File: src/rtl/swz_pkg.sv
package swz_pkg;

  typedef enum logic [2:0] {
    SWZ_NONE     = 3'd0,
    SWZ_9        = 3'd1,
    SWZ_9_10     = 3'd2,
    SWZ_9_11     = 3'd3,
    SWZ_9_10_11  = 3'd4,
    SWZ_9_17     = 3'd5,
    SWZ_9_10_17  = 3'd6,
    SWZ_UNKNOWN  = 3'd7
  } swzMode_e;

  typedef enum logic [1:0] {
    TILE_LINEAR = 2'd0,
    TILE_X      = 2'd1,
    TILE_Y      = 2'd2,
    TILE_RSVD   = 2'd3
  } tile_e;

  localparam logic [1:0] AM_SINGLE     = 2'd0;
  localparam logic [1:0] AM_ASYM       = 2'd1;
  localparam logic [1:0] AM_INTERLEAVE = 2'd2;

  localparam int BIT_LOW  = 6;
  localparam int BIT_A    = 9;
  localparam int BIT_B    = 10;
  localparam int BIT_C    = 11;
  localparam int BIT_HIGH = 17;

  // strobes from the control module to the datapath
  typedef struct packed {
    logic     mix9;
    logic     mix10;
    logic     mix11;
    logic     mix17;
    logic     forceLinear;
    swzMode_e shownMode;
  } swzStrobe_t;

endpackage

File: src/rtl/swz_mode_ctrl.sv
module swz_mode_ctrl
  import swz_pkg::*;
#(
  parameter int CFG_W  = 16,
  parameter int SIZE_W = 8
) (
  input  logic              clk,
  input  logic              rstN,
  input  logic              cfgSizeStyle,
  input  logic [CFG_W-1:0]  cfgWord,
  input  logic [SIZE_W-1:0] chanSize0,
  input  logic [SIZE_W-1:0] chanSize1,
  input  logic [1:0]        reqTile,
  output swzMode_e          modeX,
  output swzMode_e          modeY,
  output swzStrobe_t        strobe
);

  logic [1:0] addrMode;
  logic       xorDisable;
  logic       highSelect;
  logic       wordAllOnes;
  logic       sizesMatch;

  assign addrMode    = cfgWord[1:0];
  assign xorDisable  = cfgWord[2];
  assign highSelect  = cfgWord[3];
  assign wordAllOnes = &cfgWord;
  assign sizesMatch  = (chanSize0 == chanSize1);

  // configuration resolution
  always_comb begin
    modeX = SWZ_UNKNOWN;
    modeY = SWZ_UNKNOWN;
    if (cfgSizeStyle) begin
      if (sizesMatch) begin
        modeX = SWZ_9_10;
        modeY = SWZ_9;
      end else begin
        modeX = SWZ_NONE;
        modeY = SWZ_NONE;
      end
    end else begin
      unique case (addrMode)
        AM_SINGLE, AM_ASYM: begin
          modeX = SWZ_NONE;
          modeY = SWZ_NONE;
        end
        AM_INTERLEAVE: begin
          if (xorDisable) begin
            modeX = SWZ_9_10;
            modeY = SWZ_9;
          end else if (!highSelect) begin
            modeX = SWZ_9_10_11;
            modeY = SWZ_9_11;
          end else begin
            modeX = SWZ_9_10_17;
            modeY = SWZ_9_17;
          end
        end
        default: begin
          modeX = SWZ_UNKNOWN;
          modeY = SWZ_UNKNOWN;
        end
      endcase
      if (wordAllOnes) begin
        modeX = SWZ_UNKNOWN;
        modeY = SWZ_UNKNOWN;
      end
    end
  end

  // per-request selection
  swzMode_e tileMode;
  logic     linearReq;
  logic     unresolved;

  always_comb begin
    unique case (reqTile)
      TILE_X:  tileMode = modeX;
      TILE_Y:  tileMode = modeY;
      default: tileMode = SWZ_NONE;
    endcase
  end

  assign linearReq  = (reqTile != TILE_X) && (reqTile != TILE_Y);
  assign unresolved = !linearReq && (tileMode == SWZ_UNKNOWN);

  always_comb begin
    strobe             = '0;
    strobe.shownMode   = SWZ_NONE;
    strobe.forceLinear = linearReq || unresolved;
    if (!strobe.forceLinear) begin
      unique case (tileMode)
        SWZ_9:       begin strobe.mix9 = 1'b1; end
        SWZ_9_10:    begin strobe.mix9 = 1'b1; strobe.mix10 = 1'b1; end
        SWZ_9_11:    begin strobe.mix9 = 1'b1; strobe.mix11 = 1'b1; end
        SWZ_9_10_11: begin strobe.mix9 = 1'b1; strobe.mix10 = 1'b1; strobe.mix11 = 1'b1; end
        SWZ_9_17:    begin strobe.mix9 = 1'b1; strobe.mix17 = 1'b1; end
        SWZ_9_10_17: begin strobe.mix9 = 1'b1; strobe.mix10 = 1'b1; strobe.mix17 = 1'b1; end
        default:     begin end
      endcase
      unique case (tileMode)
        SWZ_9_17:    strobe.shownMode = SWZ_9;
        SWZ_9_10_17: strobe.shownMode = SWZ_9_10;
        default:     strobe.shownMode = tileMode;
      endcase
    end
  end

  assert_shown_hidden_R9: assert property (@(posedge clk) disable iff (!rstN)
    strobe.shownMode != SWZ_9_17 && strobe.shownMode != SWZ_9_10_17 &&
    strobe.shownMode != SWZ_UNKNOWN)
    else $error("reported mode exposes bit 17 or UNKNOWN");

  assert_linear_clean_R8: assert property (@(posedge clk) disable iff (!rstN)
    (reqTile == TILE_LINEAR || reqTile == TILE_RSVD) |->
      (!strobe.mix9 && !strobe.mix10 && !strobe.mix11 && !strobe.mix17 &&
       strobe.forceLinear && strobe.shownMode == SWZ_NONE))
    else $error("linear request carries swizzle strobes");

  assert_allones_R6: assert property (@(posedge clk) disable iff (!rstN)
    (!cfgSizeStyle && wordAllOnes) |-> (modeX == SWZ_UNKNOWN && modeY == SWZ_UNKNOWN))
    else $error("all-ones word did not resolve to UNKNOWN");

  assert_y_no10_R2: assert property (@(posedge clk) disable iff (!rstN)
    modeY != SWZ_9_10 && modeY != SWZ_9_10_11 && modeY != SWZ_9_10_17)
    else $error("Y mode uses bit 10");

  assert_strobe_xor_R7: assert property (@(posedge clk) disable iff (!rstN)
    (strobe.mix10 || strobe.mix11 || strobe.mix17) |-> strobe.mix9)
    else $error("higher bit mixed without bit 9");

endmodule

File: src/rtl/swz_datapath.sv
module swz_datapath
  import swz_pkg::*;
#(
  parameter int ADDR_W   = 32,
  parameter int STRIDE_W = 16
) (
  input  logic                clk,
  input  logic                rstN,
  input  logic                inValid,
  output logic                inReady,
  input  logic [ADDR_W-1:0]   inAddr,
  input  logic [1:0]          inTile,
  input  logic [STRIDE_W-1:0] inStride,
  input  swzStrobe_t          strobe,
  output logic                outValid,
  input  logic                outReady,
  output logic [ADDR_W-1:0]   outAddr,
  output logic [1:0]          outTile,
  output logic [STRIDE_W-1:0] outStride,
  output swzMode_e            outMode
);

  localparam logic [ADDR_W-1:0] LOW_MASK = ADDR_W'(1) << BIT_LOW;

  logic              accept;
  logic              mixedBit;
  logic [ADDR_W-1:0] nextAddr;

  assign inReady = !outValid || outReady;
  assign accept  = inValid && inReady;

  assign mixedBit = inAddr[BIT_LOW]
                  ^ (strobe.mix9  & inAddr[BIT_A])
                  ^ (strobe.mix10 & inAddr[BIT_B])
                  ^ (strobe.mix11 & inAddr[BIT_C])
                  ^ (strobe.mix17 & inAddr[BIT_HIGH]);

  always_comb begin
    nextAddr          = inAddr;
    nextAddr[BIT_LOW] = mixedBit;
  end

  always_ff @(posedge clk) begin
    if (!rstN) begin
      outValid  <= 1'b0;
      outAddr   <= '0;
      outTile   <= TILE_LINEAR;
      outStride <= '0;
      outMode   <= SWZ_NONE;
    end else if (accept) begin
      outValid  <= 1'b1;
      outAddr   <= nextAddr;
      outTile   <= strobe.forceLinear ? TILE_LINEAR : inTile;
      outStride <= strobe.forceLinear ? '0 : inStride;
      outMode   <= strobe.shownMode;
    end else if (outReady) begin
      outValid  <= 1'b0;
    end
  end

  assert_passthru_R7: assert property (@(posedge clk) disable iff (!rstN)
    accept |=> ((outAddr & ~LOW_MASK) == ($past(inAddr) & ~LOW_MASK)))
    else $error("address bit other than 6 altered");

  assert_hold_R11: assert property (@(posedge clk) disable iff (!rstN)
    (outValid && !outReady) |=> (outValid && $stable(outAddr) &&
      $stable(outMode) && $stable(outStride) && $stable(outTile)))
    else $error("output changed under back-pressure");

  assert_linear_out_R10: assert property (@(posedge clk) disable iff (!rstN)
    (outValid && outTile == TILE_LINEAR) |-> (outStride == '0 && outMode == SWZ_NONE))
    else $error("linear result with stride or mode");

  assert_accept_R11: assert property (@(posedge clk) disable iff (!rstN)
    accept |=> outValid)
    else $error("accepted request not presented");

endmodule

File: src/rtl/swz_top.sv
module swz_top
  import swz_pkg::*;
#(
  parameter int ADDR_W   = 32,
  parameter int CFG_W    = 16,
  parameter int SIZE_W   = 8,
  parameter int STRIDE_W = 16
) (
  input  logic                clk,
  input  logic                rstN,
  input  logic                cfgSizeStyle,
  input  logic [CFG_W-1:0]    cfgWord,
  input  logic [SIZE_W-1:0]   chanSize0,
  input  logic [SIZE_W-1:0]   chanSize1,
  output logic [2:0]          modeX,
  output logic [2:0]          modeY,
  input  logic                inValid,
  output logic                inReady,
  input  logic [ADDR_W-1:0]   inAddr,
  input  logic [1:0]          inTile,
  input  logic [STRIDE_W-1:0] inStride,
  output logic                outValid,
  input  logic                outReady,
  output logic [ADDR_W-1:0]   outAddr,
  output logic [1:0]          outTile,
  output logic [STRIDE_W-1:0] outStride,
  output logic [2:0]          outMode
);

  swzMode_e   resolvedX;
  swzMode_e   resolvedY;
  swzMode_e   shownOut;
  swzStrobe_t strobe;

  swz_mode_ctrl #(.CFG_W(CFG_W), .SIZE_W(SIZE_W)) i_ctrl (
    .clk          (clk),
    .rstN         (rstN),
    .cfgSizeStyle (cfgSizeStyle),
    .cfgWord      (cfgWord),
    .chanSize0    (chanSize0),
    .chanSize1    (chanSize1),
    .reqTile      (inTile),
    .modeX        (resolvedX),
    .modeY        (resolvedY),
    .strobe       (strobe)
  );

  swz_datapath #(.ADDR_W(ADDR_W), .STRIDE_W(STRIDE_W)) i_data (
    .clk       (clk),
    .rstN      (rstN),
    .inValid   (inValid),
    .inReady   (inReady),
    .inAddr    (inAddr),
    .inTile    (inTile),
    .inStride  (inStride),
    .strobe    (strobe),
    .outValid  (outValid),
    .outReady  (outReady),
    .outAddr   (outAddr),
    .outTile   (outTile),
    .outStride (outStride),
    .outMode   (shownOut)
  );

  assign modeX   = resolvedX;
  assign modeY   = resolvedY;
  assign outMode = shownOut;

endmodule

File: config.mk
export PLATFORM = sky130hd
export DESIGN_NAME = swz_top
export DESIGN_NICKNAME = d
export VERILOG_FILES = /design/src/rtl/swz_pkg.sv /design/src/rtl/swz_mode_ctrl.sv /design/src/rtl/swz_datapath.sv /design/src/rtl/swz_top.sv
export SDC_FILE = /design/constraint.sdc
export NUM_CORES = 1
export LEC_CHECK = 0
export BUFFER_PORTS_ARGS = -buffer_cell sky130_fd_sc_hd__buf_2
export CORE_MARGIN = 5
export CORE_UTILIZATION = 43
export CTS_CLUSTER_DIAMETER = 120
export DETAILED_ROUTE_END_ITERATION = 6
export PLACE_DENSITY = 0.83
export SYNTH_ARGS = -nofsm -noshare
export SYNTH_HDL_FRONTEND = slang
export SYNTH_SLANG_ARGS = --single-unit
File: constraint.sdc
create_clock -name clk -period 2.45 [get_ports clk]
set_clock_uncertainty 0.05 [all_clocks]
set_input_delay 0.1225 -clock clk [delete_from_list [all_inputs] [get_ports clk]]
set_output_delay 0.1225 -clock clk [all_outputs]
set_load 0.005 [all_outputs]
## Yosys cells after proc, flatten, opt, wreduce, memory -nomap -nowiden

Cells that the tools add are included.

| storage, ports and cells | value |
|---|---|
| output and inout bits | 61 |
| register bits after elaboration | 54 |

| operators by class | value |
|---|---|
| mux-type cells | 24 |
| bitwise logic cells | 8 |
| equal/unequal tests | 14 |
| reductions and logical operators | 15 |

Operators by type and width:

| cell | number |
|---|---|
| 3-bit 2-to-1 mux | 8 |
| 3-bit case mux with 2 select lines | 4 |
| 16-bit 2-to-1 mux | 1 |
| 16-bit AND reduction | 1 |
| 3-bit == test (second input constant) | 4 |
| 8-bit == test | 1 |
| 1-bit 2-to-1 mux | 7 |
| 3-bit by 2-bit == test with 1-bit output (second input constant) | 2 |
| 2-bit 2-to-1 mux | 3 |
| 2-bit OR reduction | 3 |
| 6-bit OR reduction | 1 |
| 1-bit AND | 4 |
| 2-bit by 1-bit == test with 1-bit output (second input constant) | 2 |
| 2-bit == test (second input constant) | 2 |
| 4-bit 2-to-1 mux | 1 |
| 1-bit XOR | 4 |
| 3-bit by 1-bit == test with 1-bit output (second input constant) | 1 |
| 1-bit logical AND | 3 |
| 3-bit OR reduction | 1 |
| 1-bit logical NOT | 2 |
| 2-bit logical NOT | 1 |
| 1-bit logical OR | 2 |
| 2-bit by 1-bit != test with 1-bit output (second input constant) | 1 |
| 2-bit != test (second input constant) | 1 |
| 2-bit nonzero test | 1 |

## Logic depth before layout (Yosys ltp)

Gate-level depths: netlist (run 1).

| depth | value |
|---|---|
| depth after elaboration | 15 |
| depth in mapped cells | 11 |

## Cells and area by module

A second synthesis (run 1) with hierarchy kept.

| second synthesis, totals | value |
|---|---|
| cell total of the unflattened synthesis | 304 |
| area total of the unflattened synthesis | 2,617.5 um^2 |

By module, submodules not included:

| module | seq. area each (um^2) | instances | area each (um^2) | cells an instance |
|---|---|---|---|---|
| swz_datapath | 1,081.0 | 1 | 2,188.3 | 244 |
| swz_mode_ctrl | 0.0 | 1 | 429.2 | 60 |

## Worst setup path after synthesis (run 1)

Ideal clock, no wire load.

| path | value |
|---|---|
| path type | input to register |
| start point | input port inTile[1] |
| end point | register i_data.outAddr[6] |
| setup time | 0.130 ns |
| required time | 2.270 ns |
| path buffers | 0 |
| arrival | 1.967 ns |
| stages | 10 |
| path slack | 0.303 ns |
| cell sequence | inv_1 -> ha_1 -> nand4b_1 -> a2111oi_0 -> a31oi_1 -> nor4b_1 -> mux2i_1 -> and3_4 -> o21ai_1 -> o311ai_1 |

| on the way | value |
|---|---|
| longest elaborated chain between the ends | 11 |
| elaborated cells on any way between the ends | 33 |
| classes of those cells | 11 x eq/ne; 6 x mux; 8 x bitwise; 8 x reduce/logical |

Ends and longest elaborated chain:

| what | line | RTL |
|---|---|---|
| from (decl) | swz_top.sv:20 | `input logic [1:0] inTile,` |
| 2-bit == test (tied with other cells) | swz_mode_ctrl.sv:79 | `unique case (reqTile)` |
| 3-bit case mux with 2 select lines / 1-bit logical AND (equally long branches) | swz_mode_ctrl.sv:79, swz_mode_ctrl.sv:86 |  |
| 3-bit by 1-bit == test with 1-bit output (tied with other cells) | swz_mode_ctrl.sv:94 | `unique case (tileMode)` |
| 6-bit OR reduction (no source line) / 1-bit logical AND (equally long branches) | n/a |  |
| 1-bit 2-to-1 mux / 1-bit logical OR (equally long branches) | swz_mode_ctrl.sv:94, swz_mode_ctrl.sv:92 |  |
| 4-bit 2-to-1 mux (*) | swz_mode_ctrl.sv:93 | `if (!strobe.forceLinear) begin` |
| 1-bit AND | swz_datapath.sv:33 | `^ (strobe.mix9 & inAddr[BIT_A])` |
| 1-bit XOR | swz_datapath.sv:33 |  |
| 1-bit XOR | swz_datapath.sv:34 | `^ (strobe.mix10 & inAddr[BIT_B])` |
| 1-bit XOR | swz_datapath.sv:35 | `^ (strobe.mix11 & inAddr[BIT_C])` |
| 1-bit XOR (*) | swz_datapath.sv:36 | `^ (strobe.mix17 & inAddr[BIT_HIGH]);` |
| to (signal assigned) | swz_datapath.sv:52 | `outAddr <= nextAddr;` |
| to (decl) | swz_datapath.sv:17 | `output logic [ADDR_W-1:0] outAddr,` |

Every way passes the cells marked *; elsewhere a longest branch is shown, timed or not.
A chain may end at the register's enable or synchronous reset.

## Worst setup path after layout (run 1)

Same ends and word-level chain as after synthesis.

==> summary.md, run 1 <==
| Metric | Value |
|---|---|
| Synthesis-to-layout area growth | `35.9%` |
| Final slew viol count | `0` |
| Initial DRC count | `a little under 90` |
| Syn Area/Cell | `slightly below 9 sq um` |
| Buf/Inv on CP | `2` |
| Largest net degree at the start of global routing | `57` |
| All-layer global routing usage | `0.174` |
| Req. time, crit path | `2.58 ns` |
| Core Util, Final | `0.603` |
| Die area | `roughly 0.0073 sq mm` |
| Startpoint Class | `primary input` |
| Grt total ovfl | `0` |
| Hold_ws | `between 0.01 and 0.015 ns` |
| R2R Setup Slk | `0.78 ns` |
| NumNets Final | `506` |
| Crit Path Max Fanout | `5` |
| Syn nets | `370` |
| Routability cong. | `0.786` |
| CTS buffer count | `5` |
| Relative slew slack | `0.476` |
| First-pass GRT wire length | `between 10 and 15 mm` |
| Core area | `0.00551 sq mm` |
| CTS root buffer | `clkbuf_8` |
| Rows | `27` |
| Worst slew pin tran | `0.786 ns` |
| Post-detailed-routing wire length | `between 6 and 7 mm` |
| Power per cell area | `~570 mW/mm^2` |
| Worst path max stage delay | `0.50 ns` |
| Crit path cell chain | `buf_2 -> inv_1 -> ha_1 -> nand4b_1 -> a2111oi_1 -> a31oi_1 -> nor4b_1 -> mux2i_1 -> and3_4 -> o21ai_1 -> o311ai_1` |
| Vias | `between 2,000 and 2,500` |
| Synth Cell Area | `roughly 0.0024 sq mm` |
| Die Wd | `85.4 um` |
| Fill count | `498` |
| Maximum vdd drop | `~0.3 mV` |
| Clk slew on worst S/H paths | `around 0.1 ns` |
| MaxCap Viol Count | `0` |
| Commonest cells after routing, fill and taps aside | `buf_2, nand2_1, dfxtp_1` |
| TritonCTS clock tree | `built` |
| Vias in the first global route | `2,368` |
| Synth Instances | `281` |
| Htree depth | `2` |
| DIE HEIGHT | `85.4 um` |
| Status | `completed` |
| Synth cell types | `43` |
| CP Capture Type | `flip-flop` |
| Synth Warn # | `0` |
| Clock latency on the worst-skew pair | `0.30 ns` |
| Fmax | `471 MHz` |
| Drt drc | `0` |
| Hold Vio Cnt, Final | `0` |
| Setup Viol. Count Final | `0` |
| Slowest CP cell | `a2111oi_1` |
| Kind of critical path | `in2reg` |
| # diodes | `0` |
| Pwr Total | `between 0.0015 and 0.002 W` |
| Post-route ant nets | `0` |
| Minimum clock period | `2.12 ns` |
| Setup_tns | `0 ns` |
| Cell family with most CP delay | `compound AO/OA/AOI/OAI gates` |
| Number of detailed-routing iterations run before antenna repair | `4` |
| Commonest non-fill, non-tap cell in the layout | `buf_2` |
| Initial Util | `0.444` |
| Io pins | `approximately 150` |
| I/O Buffers | `135` |
| Wire length per cell | `between 10 and 15 um` |
| Post-CTS Setup Inserts | `0` |
| Post-route cell area | `~0.0033 sq mm` |
| Initial antenna violation count | `0` |
| Post-DP HPWL | `5.05 mm` |
| Fin crit share | `0.867` |
| Ratio of cells with drive above 1 in the final layout | `0.388` |
| Register area share after synthesis | `0.442` |
| Placement Cell Area | `between 0.003 and 0.004 sq mm` |
| Hold Path Class | `in2reg` |
| RSZ-0062 raised after global routing | `no` |
| Clock buffer depth | `2` |
| Vias per inst | `4.93` |
| Worst path arrival time | `2.25 ns` |
| Clock sink count | `54` |
| Flops & latches, synth | `54` |
| Static Leakage | `1.60 nW` |
## repair_timing
action / CTS / global route
setup endpoints to repair: 0 / 1
gates resized for setup: 0 / 1
endpoints found under the hold margin: 0 / 1
hold buffers: 0 / 1
## Yosys cell counts (all sizes together)
cell type / count / share of area
nor3: 2 / 0.0061
xnor2: 2 / 0.0072
a21boi: 33 / 0.10
nand4: 3 / 0.0077
a21o: 2 / 0.0061
o311ai: 1 / 0.0036
mux2: 1 / 0.0061
a31oi: 2 / 0.0051
a311oi: 2 / 0.0072
and2b: 1 / 0.0036
a32oi: 1 / 0.0036
o41ai: 1 / 0.0036
nand2: 66 / 0.10
inv: 9 / 0.014
o21ba: 1 / 0.0041
a2111oi: 1 / 0.0036
xor2: 7 / 0.025
nor2b: 20 / 0.051
dfxtp: 54 / 0.44
nand3: 3 / 0.0061
o21ai: 2 / 0.0041
and3: 1 / 0.0046
nor2: 7 / 0.011
or3: 2 / 0.0051
nand4b: 1 / 0.0036
o21bai: 1 / 0.0031
buf: 2 / 0.0092
and2: 2 / 0.0056
ha: 2 / 0.010
a41oi: 1 / 0.0036
clkbuf: 15 / 0.031
a22oi: 18 / 0.055
a21oi: 6 / 0.012
nor4: 1 / 0.0087
nand2b: 3 / 0.0077
nand3b: 1 / 0.0031
nor4b: 2 / 0.0072
mux2i: 1 / 0.0041
or2: 1 / 0.0026
## tightest hold or removal path, delay by kind of cell
family	cells	cell delay (ns)
AND/OR/NAND/NOR	1	0.04
buffers and inverters	1	0.10
AO/OA/AOI/OAI	1	0.06
## path summary, 6_finish.rpt
| check | start | to | cells past startpoint |
|---|---|---|---|
| setup reg to reg | i_data.outValid | i_data.outAddr[6] | 5 |
| hold reg to reg | i_data.outAddr[16] | i_data.outAddr[16] | 2 |
| setup / recovery | inTile[1] | i_data.outAddr[6] | 11 |
| hold / removal | inAddr[25] | i_data.outAddr[25] | 3 |
## per-stage QoR
| step | setup WS, ns | cells |
|---|---|---|
| final | 0.326 | 490 |
| after global routing | 0.0981 | 490 |
| after CTS | 0.289 | 489 |
| after detailed placement | -0.0291 | 481 |
| after global placement | 0.0851 | 481 |
| after floorplan | 0.303 | 281 |
## state kept, by name, summed over array words and instances, names as in the netlist
register          cells
i_data.outMode        3
i_data.outTile        2
i_data.outAddr       32
i_data.outValid       1
i_data.outStride     16
## cells by family (layout without fill, tap and decap cells)
family	count (synthesis)	after routing	synth area share
flip-flops	54	54	0.442
AO/OA/AOI/OAI	72	72	0.216
buffers and inverters	26	163	0.0542
AND/OR/NAND/NOR	116	116	0.235
adder cells (fa/ha/maj)	2	2	0.0102
multiplexers	2	2	0.0102
XOR/XNOR	9	9	0.0322
## area by class of cell
| class | instances | area, sq um | share of cell area |
|---|---|---|---|
| multi-input cells | 201 | 1240 | 0.372 |
| flip-flops and latches | 54 | 1080 | 0.325 |
| repair buffers | 146 | 761 | 0.229 |
| well taps | 72 | 90.1 | 0.0271 |
| clock buffers | 6 | 82.6 | 0.0248 |
| clock inverters | 2 | 38.8 | 0.0117 |
| inverters | 9 | 33.8 | 0.0102 |
## report_power, final
group          internal, W  leakage (nW)  switching (W)
Sequential        0.000924         0.443      0.0000210
Clock             0.000337        0.0618       0.000290
Combinational     0.000158          1.09       0.000164
## routing by layer
| metal | wire, um | GRT usage |
|---|---|---|
| met5 | 0 | 0 |
| met4 | 38 | 0.0345 |
| met3 | 531 | 0.0534 |
| met2 | 3230 | 0.319 |
| met1 | 2670 | 0.198 |
Power figures use the tool's default switching activity.
==> run 2, diff against run 1 <==
--- a/config.mk
+++ b/config.mk
@@ -11,6 +11,7 @@
 export CTS_CLUSTER_DIAMETER = 120
 export DETAILED_ROUTE_END_ITERATION = 6
 export PLACE_DENSITY = 0.83
+export REMOVE_ABC_BUFFERS = 1
 export SYNTH_ARGS = -nofsm -noshare
 export SYNTH_HDL_FRONTEND = slang
 export SYNTH_SLANG_ARGS = --single-unit
==> constraint.sdc (replaced) <==
create_clock -name clk -period 2.3 [get_ports clk]
set_clock_uncertainty 0.05 [all_clocks]
set_input_delay 0.115 -clock clk [delete_from_list [all_inputs] [get_ports clk]]
set_output_delay 0.115 -clock clk [all_outputs]
set_load 0.005 [all_outputs]
==> summary.md, run 2 (synthesis gave the netlist of run 1 again) <==
| Metric | Value |
|---|---|
| Relative slew slack | `0.579` |
| Die area | `0.00730 sq mm` |
| Req. time, crit path | `2.45 ns` |
| Vias in the first global route | `2,395` |
| Kind of critical path | `in2reg` |
| Post-detailed-routing wire length | `6.38 mm` |
| DIE HEIGHT | `85.4 um` |
| Crit Path Max Fanout | `4` |
| Fin crit share | `0.918` |
| Final slew viol count | `0` |
| Hold Path Class | `in2reg` |
| Post_cts resized | `0` |
| Initial DRC count | `75` |
| Hold depth | `3` |
| CTS root buffer | `clkbuf_8` |
| Switching power share of the total | `0.260` |
| Setup slack at placement | `-0.107 ns` |
| Hold Startpoint | `inAddr[30]` |
| Number of detailed-routing iterations run before antenna repair | `4` |
| Post-CTS Setup Inserts | `0` |
| Cells on worst reg2reg path | `5` |
| Static Leakage | `1.61 nW` |
| Wire length per cell | `roughly 13 um` |
| Synthesis-to-layout area growth | `37.3%` |
| Commonest non-fill, non-tap cell in the layout | `buf_2` |
| CTS buffer count | `5` |
| Clk slew on worst S/H paths | `0.09 ns` |
| P_sw | `0.000483 W` |
| MaxCap Viol Count | `0` |
| Post-route ant nets | `0` |
| Startpoint Class | `primary input` |
| Core Util, Final | `0.610` |
| Minimum clock period | `2.11 ns` |
| R2R Setup Slk | `around 0.75 ns` |
| Logic pwr share | `0.188` |
| Fmax | `between 400 and 500 MHz` |
| Drt drc | `0` |
| Largest regs | `i_data.outAddr x32, i_data.outStride x16, i_data.outMode x3` |
| # diodes | `0` |
| RSZ-0062 raised after global routing | `no` |
| Seq pwr share | `0.543` |
| Reg2reg end | `i_data.outAddr[12]` |
| Initial antenna violation count | `0` |
| Post-route cell area | `between 0.003 and 0.004 sq mm` |
| First-pass GRT wire length | `10.3 mm` |
| Power per cell area | `about 550 mW/mm^2` |
| Pwr Total | `0.00186 W` |
| All-layer global routing usage | `0.170` |
| Critical register-to-register path startpoint | `i_data.outValid` |
| Worst Setup SP | `inTile[1]` |
| Io pins | `148` |
| DP Cell Count | `between 400 and 500` |
| Hold Vio Cnt, Final | `0` |
| Slowest CP cell | `a2111oi_0` |
| Worst slew pin tran | `0.623 ns` |
| Placement Cell Area | `roughly 0.0032 sq mm` |
| Clock sink count | `54` |
| Maximum vdd drop | `about 0.31 mV` |
| Status | `completed` |
| Clock latency on the worst-skew pair | `0.29 ns` |
| Setup Viol. Count Final | `0` |
| Htree depth | `2` |
| Routability cong. | `approximately 0.85` |
| Hold endpoint | `i_data.outAddr[30]` |
| Post-DP HPWL | `5.01 mm` |
| Worst path max stage delay | `0.44 ns` |
| I/O Buffers | `135` |
| Ratio of cells with drive above 1 in the final layout | `0.385` |
| Clock buffer depth | `2` |
| Rows | `27` |
| Vias | `roughly 2,400` |
| Largest net degree at the start of global routing | `47` |
| Final worst setup slack | `about 0.19 ns` |
| NumNets Final | `between 500 and 600` |
| Grt total ovfl | `0` |
| Int Pwr | `0.00137 W` |
| Initial Util | `0.444` |
| Power share of the clock group | `0.270` |
| Vias per inst | `4.90` |
| Max reg flops | `32` |
| Commonest cells after routing, fill and taps aside | `buf_2, nand2_1, dfxtp_1` |
| CP Capture Type | `flip-flop` |
| Crit path cell chain | `buf_2 -> inv_1 -> ha_1 -> nand4b_1 -> a2111oi_0 -> buf_4 -> a31oi_1 -> nor4b_1 -> mux2i_1 -> and3_4 -> o311ai_1` |
| Worst path arrival time | `roughly 2.3 ns` |
| Final Non-Filler Cells | `498` |
| Top reg by flops | `i_data.outAddr` |
| TritonCTS clock tree | `built` |
| Die Wd | `85.4 um` |
| Core area | `around 0.0055 sq mm` |
run 2: critical path: cells and delay by family:
family	cells	cell delay, ns
adder cells (fa/ha/maj)	1	0.15
multiplexers	1	0.16
AND/OR/NAND/NOR	3	0.68
AO/OA/AOI/OAI	3	0.83
buffers and inverters	3	0.33
run 2: worst max-delay path by stage:
stage               slack [ns]  depth (start not counted)                 to
floorplan                -0.17                          5  i_data.outMode[0]
global placement         -0.05                         11  i_data.outAddr[6]
detailed placement       -0.11                         11  i_data.outAddr[6]
CTS                       0.20                         11  i_data.outAddr[6]
global route              0.04                         11  i_data.outAddr[6]
finish                    0.19                         11  i_data.outAddr[6]
run 2: layer usage:
layer / vias up / routed length (um) / global-route usage
met5: - / 0 / 0
met4: 0 / 60 / 0.0403
met3: 8 / 594 / 0.0505
met2: 83 / 3170 / 0.315
met1: 1106 / 2560 / 0.190
li1: 1244 / - / -
run 2: metrics by stage:
stage / hold WS, ns / TNS, ns
2_1_floorplan: 0.193 / -1.97
3_3_place_gp: 0.315 / -0.0497
3_5_place_dp: 0.323 / -0.136
4_1_cts: 0.000240 / 0
5_1_grt: 0.0110 / 0
6_report: 0.0108 / 0
run 2: cell type report:
type | count | area [sq um]
Timing Repair Buffer | 154 | 833
Fill cell | 514 | 2150
Multi-Input combinational cell | 201 | 1230
Inverter | 9 | 33.8
Tap cell | 72 | 90.1
Clock buffer | 6 | 72.6
Clock inverter | 2 | 13.8
Sequential cell | 54 | 1080
run 2: repair_timing:
action | CTS | global route
hold buffers | 5 | 1
endpoints found under the hold margin | 5 | 1
endpoints found under the setup margin | 0 | 0
run 2: power groups by stage:
stage | Clock (W) | Sequential, W | Combinational (W)
CTS | 0.000529 | 0.00101 | 0.000351
floorplan | 0 | 0.00103 | 0.000151
detailed placement | 0 | 0.00103 | 0.000344
global placement | 0 | 0.00103 | 0.000334
global route | 0.000566 | 0.00101 | 0.000389
finish | 0.000501 | 0.00101 | 0.000348
==> run 3, diff against run 2 <==
--- a/config.mk
+++ b/config.mk
@@ -5,12 +5,12 @@
 export SDC_FILE = /design/constraint.sdc
 export NUM_CORES = 1
 export LEC_CHECK = 0
-export BUFFER_PORTS_ARGS = -buffer_cell sky130_fd_sc_hd__buf_2
 export CORE_MARGIN = 5
-export CORE_UTILIZATION = 43
+export CORE_UTILIZATION = 50
 export CTS_CLUSTER_DIAMETER = 120
 export DETAILED_ROUTE_END_ITERATION = 6
-export PLACE_DENSITY = 0.83
+export DONT_BUFFER_PORTS = 1
+export PLACE_DENSITY = 0.68
 export REMOVE_ABC_BUFFERS = 1
 export SYNTH_ARGS = -nofsm -noshare
 export SYNTH_HDL_FRONTEND = slang
==> summary.md, run 3 (synthesis gave the netlist of run 1 again) <==
| Metric | Value |
|---|---|
| Status | `completed` |
| Worst path arrival time | `2.25 ns` |
| Crit Path Max Fanout | `19` |
| Clock buffer depth | `2` |
| MaxCap Viol Count | `0` |
| Cell family with most CP delay | `buffers and inverters` |
| Clk slew on worst S/H paths | `roughly 0.10 ns` |
| DIE HEIGHT | `79.9 um` |
| Slowest CP cell | `dlygate4sd3_1` |
| Die Wd | `79.9 um` |
| Io pins | `between 100 and 150` |
| Switching power share of the total | `0.259` |
| Vias per inst | `5.32` |
| RSZ-0062 raised after global routing | `no` |
| Wire length per cell | `16.0 um` |
| Die area | `0.00639 sq mm` |
| Kind of critical path | `in2reg` |
| Core area | `0.00472 sq mm` |
| Area of the multi-input gates | `approximately 0.0012 sq mm` |
| Final worst setup slack | `just over 0.2 ns` |
| Pwr Total | `0.00186 W` |
| Number of detailed-routing iterations run before antenna repair | `4` |
| NumNets Final | `420` |
| Top reg by flops | `i_data.outAddr` |
| P_sw | `0.000482 W` |
| Clock latency on the worst-skew pair | `about 0.3 ns` |
| Power per cell area | `594 mW/mm^2` |
| Routability cong. | `0.776` |
| Crit path cell chain | `xor2_1 -> nor4_4 -> a31oi_1 -> o41ai_2 -> nor2_1 -> buf_4 -> a22oi_1 -> nor2b_1 -> dlygate4sd3_1` |
| CTS buffer count | `5` |
| Vias in the first global route | `2,120` |
| Logic pwr share | `0.152` |
| Relative slew slack | `0.747` |
| Static Leakage | `1.19 nW` |
| Initial Util | `0.518` |
| Post-DP HPWL | `around 4.2 mm` |
| Power share of the clock group | `0.297` |
| Largest regs | `i_data.outAddr x32, i_data.outStride x16, i_data.outMode x3` |
| Ratio of cells with drive above 1 in the final layout | `0.0843` |
| Post-detailed-routing wire length | `between 6 and 7 mm` |
| Buf/Inv on CP | `2` |
| Setup_tns | `0 ns` |
| Setup slack at placement | `roughly 0.08 ns` |
| Vias | `2,121` |
| Drt drc | `0` |
| Placement Cell Area | `0.00250 sq mm` |
| FF+latch area | `0.00108 sq mm` |
| Initial DRC count | `about 100` |
| Maximum vdd drop | `0.373 mV` |
| I/O Buffers | `0` |
| Startpoint Class | `primary input` |
| Setup Viol. Count Final | `0` |
| CP Capture Type | `flip-flop` |
| Int Pwr | `0.00138 W` |
| All-layer global routing usage | `0.190` |
| Commonest cells after routing, fill and taps aside | `nand2_1, dfxtp_1, dlygate4sd3_1` |
| # diodes | `0` |
| TritonCTS clock tree | `built` |
| Htree depth | `2` |
| First-pass GRT wire length | `9.75 mm` |
| CTS root buffer | `clkbuf_8` |
| Fill count | `between 300 and 400` |
| Final slew viol count | `0` |
| Clock sink count | `between 50 and 60` |
| Req. time, crit path | `around 2.5 ns` |
| Max reg flops | `32` |
| Fmax | `477 MHz` |
| Fin crit share | `0.912` |
| Hold Vio Cnt, Final | `0` |
| Grt total ovfl | `0` |
| Initial antenna violation count | `0` |
| Seq pwr share | `0.551` |
| Commonest non-fill, non-tap cell in the layout | `nand2_1` |
| Hold Path Class | `in2reg` |
| Minimum clock period | `approximately 2.1 ns` |
| Post-route cell area | `0.00313 sq mm` |
| Post-CTS Setup Inserts | `0` |
| Worst slew pin tran | `around 0.37 ns` |
| Rows | `25` |
| Largest net degree at the start of global routing | `56` |
| Synthesis-to-layout area growth | `28.1%` |
| Worst path max stage delay | `approximately 0.54 ns` |
| Post-route ant nets | `0` |
| Core Util, Final | `0.663` |
==> run 3: power groups by stage <==
stage               logic (W)  clock network, W  registers (W)
CTS                  0.000278          0.000569        0.00102
floorplan            0.000151                 0        0.00103
global placement     0.000188                 0        0.00105
detailed placement   0.000195                 0        0.00105
finish               0.000284          0.000553        0.00102
global route         0.000317          0.000592        0.00103
==> run 3: what timing repair did <==
item,4_1_cts,5_1_grt
endpoints found under the setup margin,0,1
endpoints found under the hold margin,54,0
resized for setup,0,2
hold buffers,51,0
==> run 3: per-layer routing <==
| metal | vias up | share of wire | global-route usage |
|---|---|---|---|
| met1 | 970 | 0.39 | 0.219 |
| li1 | 1055 | - | - |
| met5 | - | 0 | 0 |
| met4 | 0 | 0.0055 | 0.0490 |
| met2 | 92 | 0.48 | 0.322 |
| met3 | 4 | 0.12 | 0.0790 |
==> run 3: cell type report <==
type | instances | area share
clock buffer | 6 | 0.0264
clock inverter | 2 | 0.00519
inverter | 9 | 0.0108
multi-input combinational | 201 | 0.398
sequential | 54 | 0.345
tap | 67 | 0.0268
timing repair buffer | 60 | 0.188
==> run 3: path summary, 6_finish.rpt <==
kind | slack, ns | from | end | depth (start not counted)
hold / removal | 0.03 | rstN | i_data.outAddr[6] | 4
hold reg to reg | 0.44 | i_data.outAddr[7] | i_data.outAddr[7] | 2
setup reg to reg | 0.23 | i_data.outValid | i_data.outStride[8] | 6
setup / recovery | 0.20 | chanSize1[2] | i_data.outStride[8] | 9
==> run 3: per-stage QoR <==
| stage | instances | hold WS, ns |
|---|---|---|
| after global placement | 340 | 0.198 |
| after floorplan | 264 | 0.193 |
| after detailed placement | 340 | 0.205 |
| after CTS | 399 | 0.0129 |
| after global routing | 399 | 0.0603 |
| final | 399 | 0.0291 |
==> run 3: tightest hold or removal path, cell delays in order <==
cell,delay (ns)
nand2_1,0.03
nor2_1,0.07
o21ai_1,0.07
o311ai_1,0.06
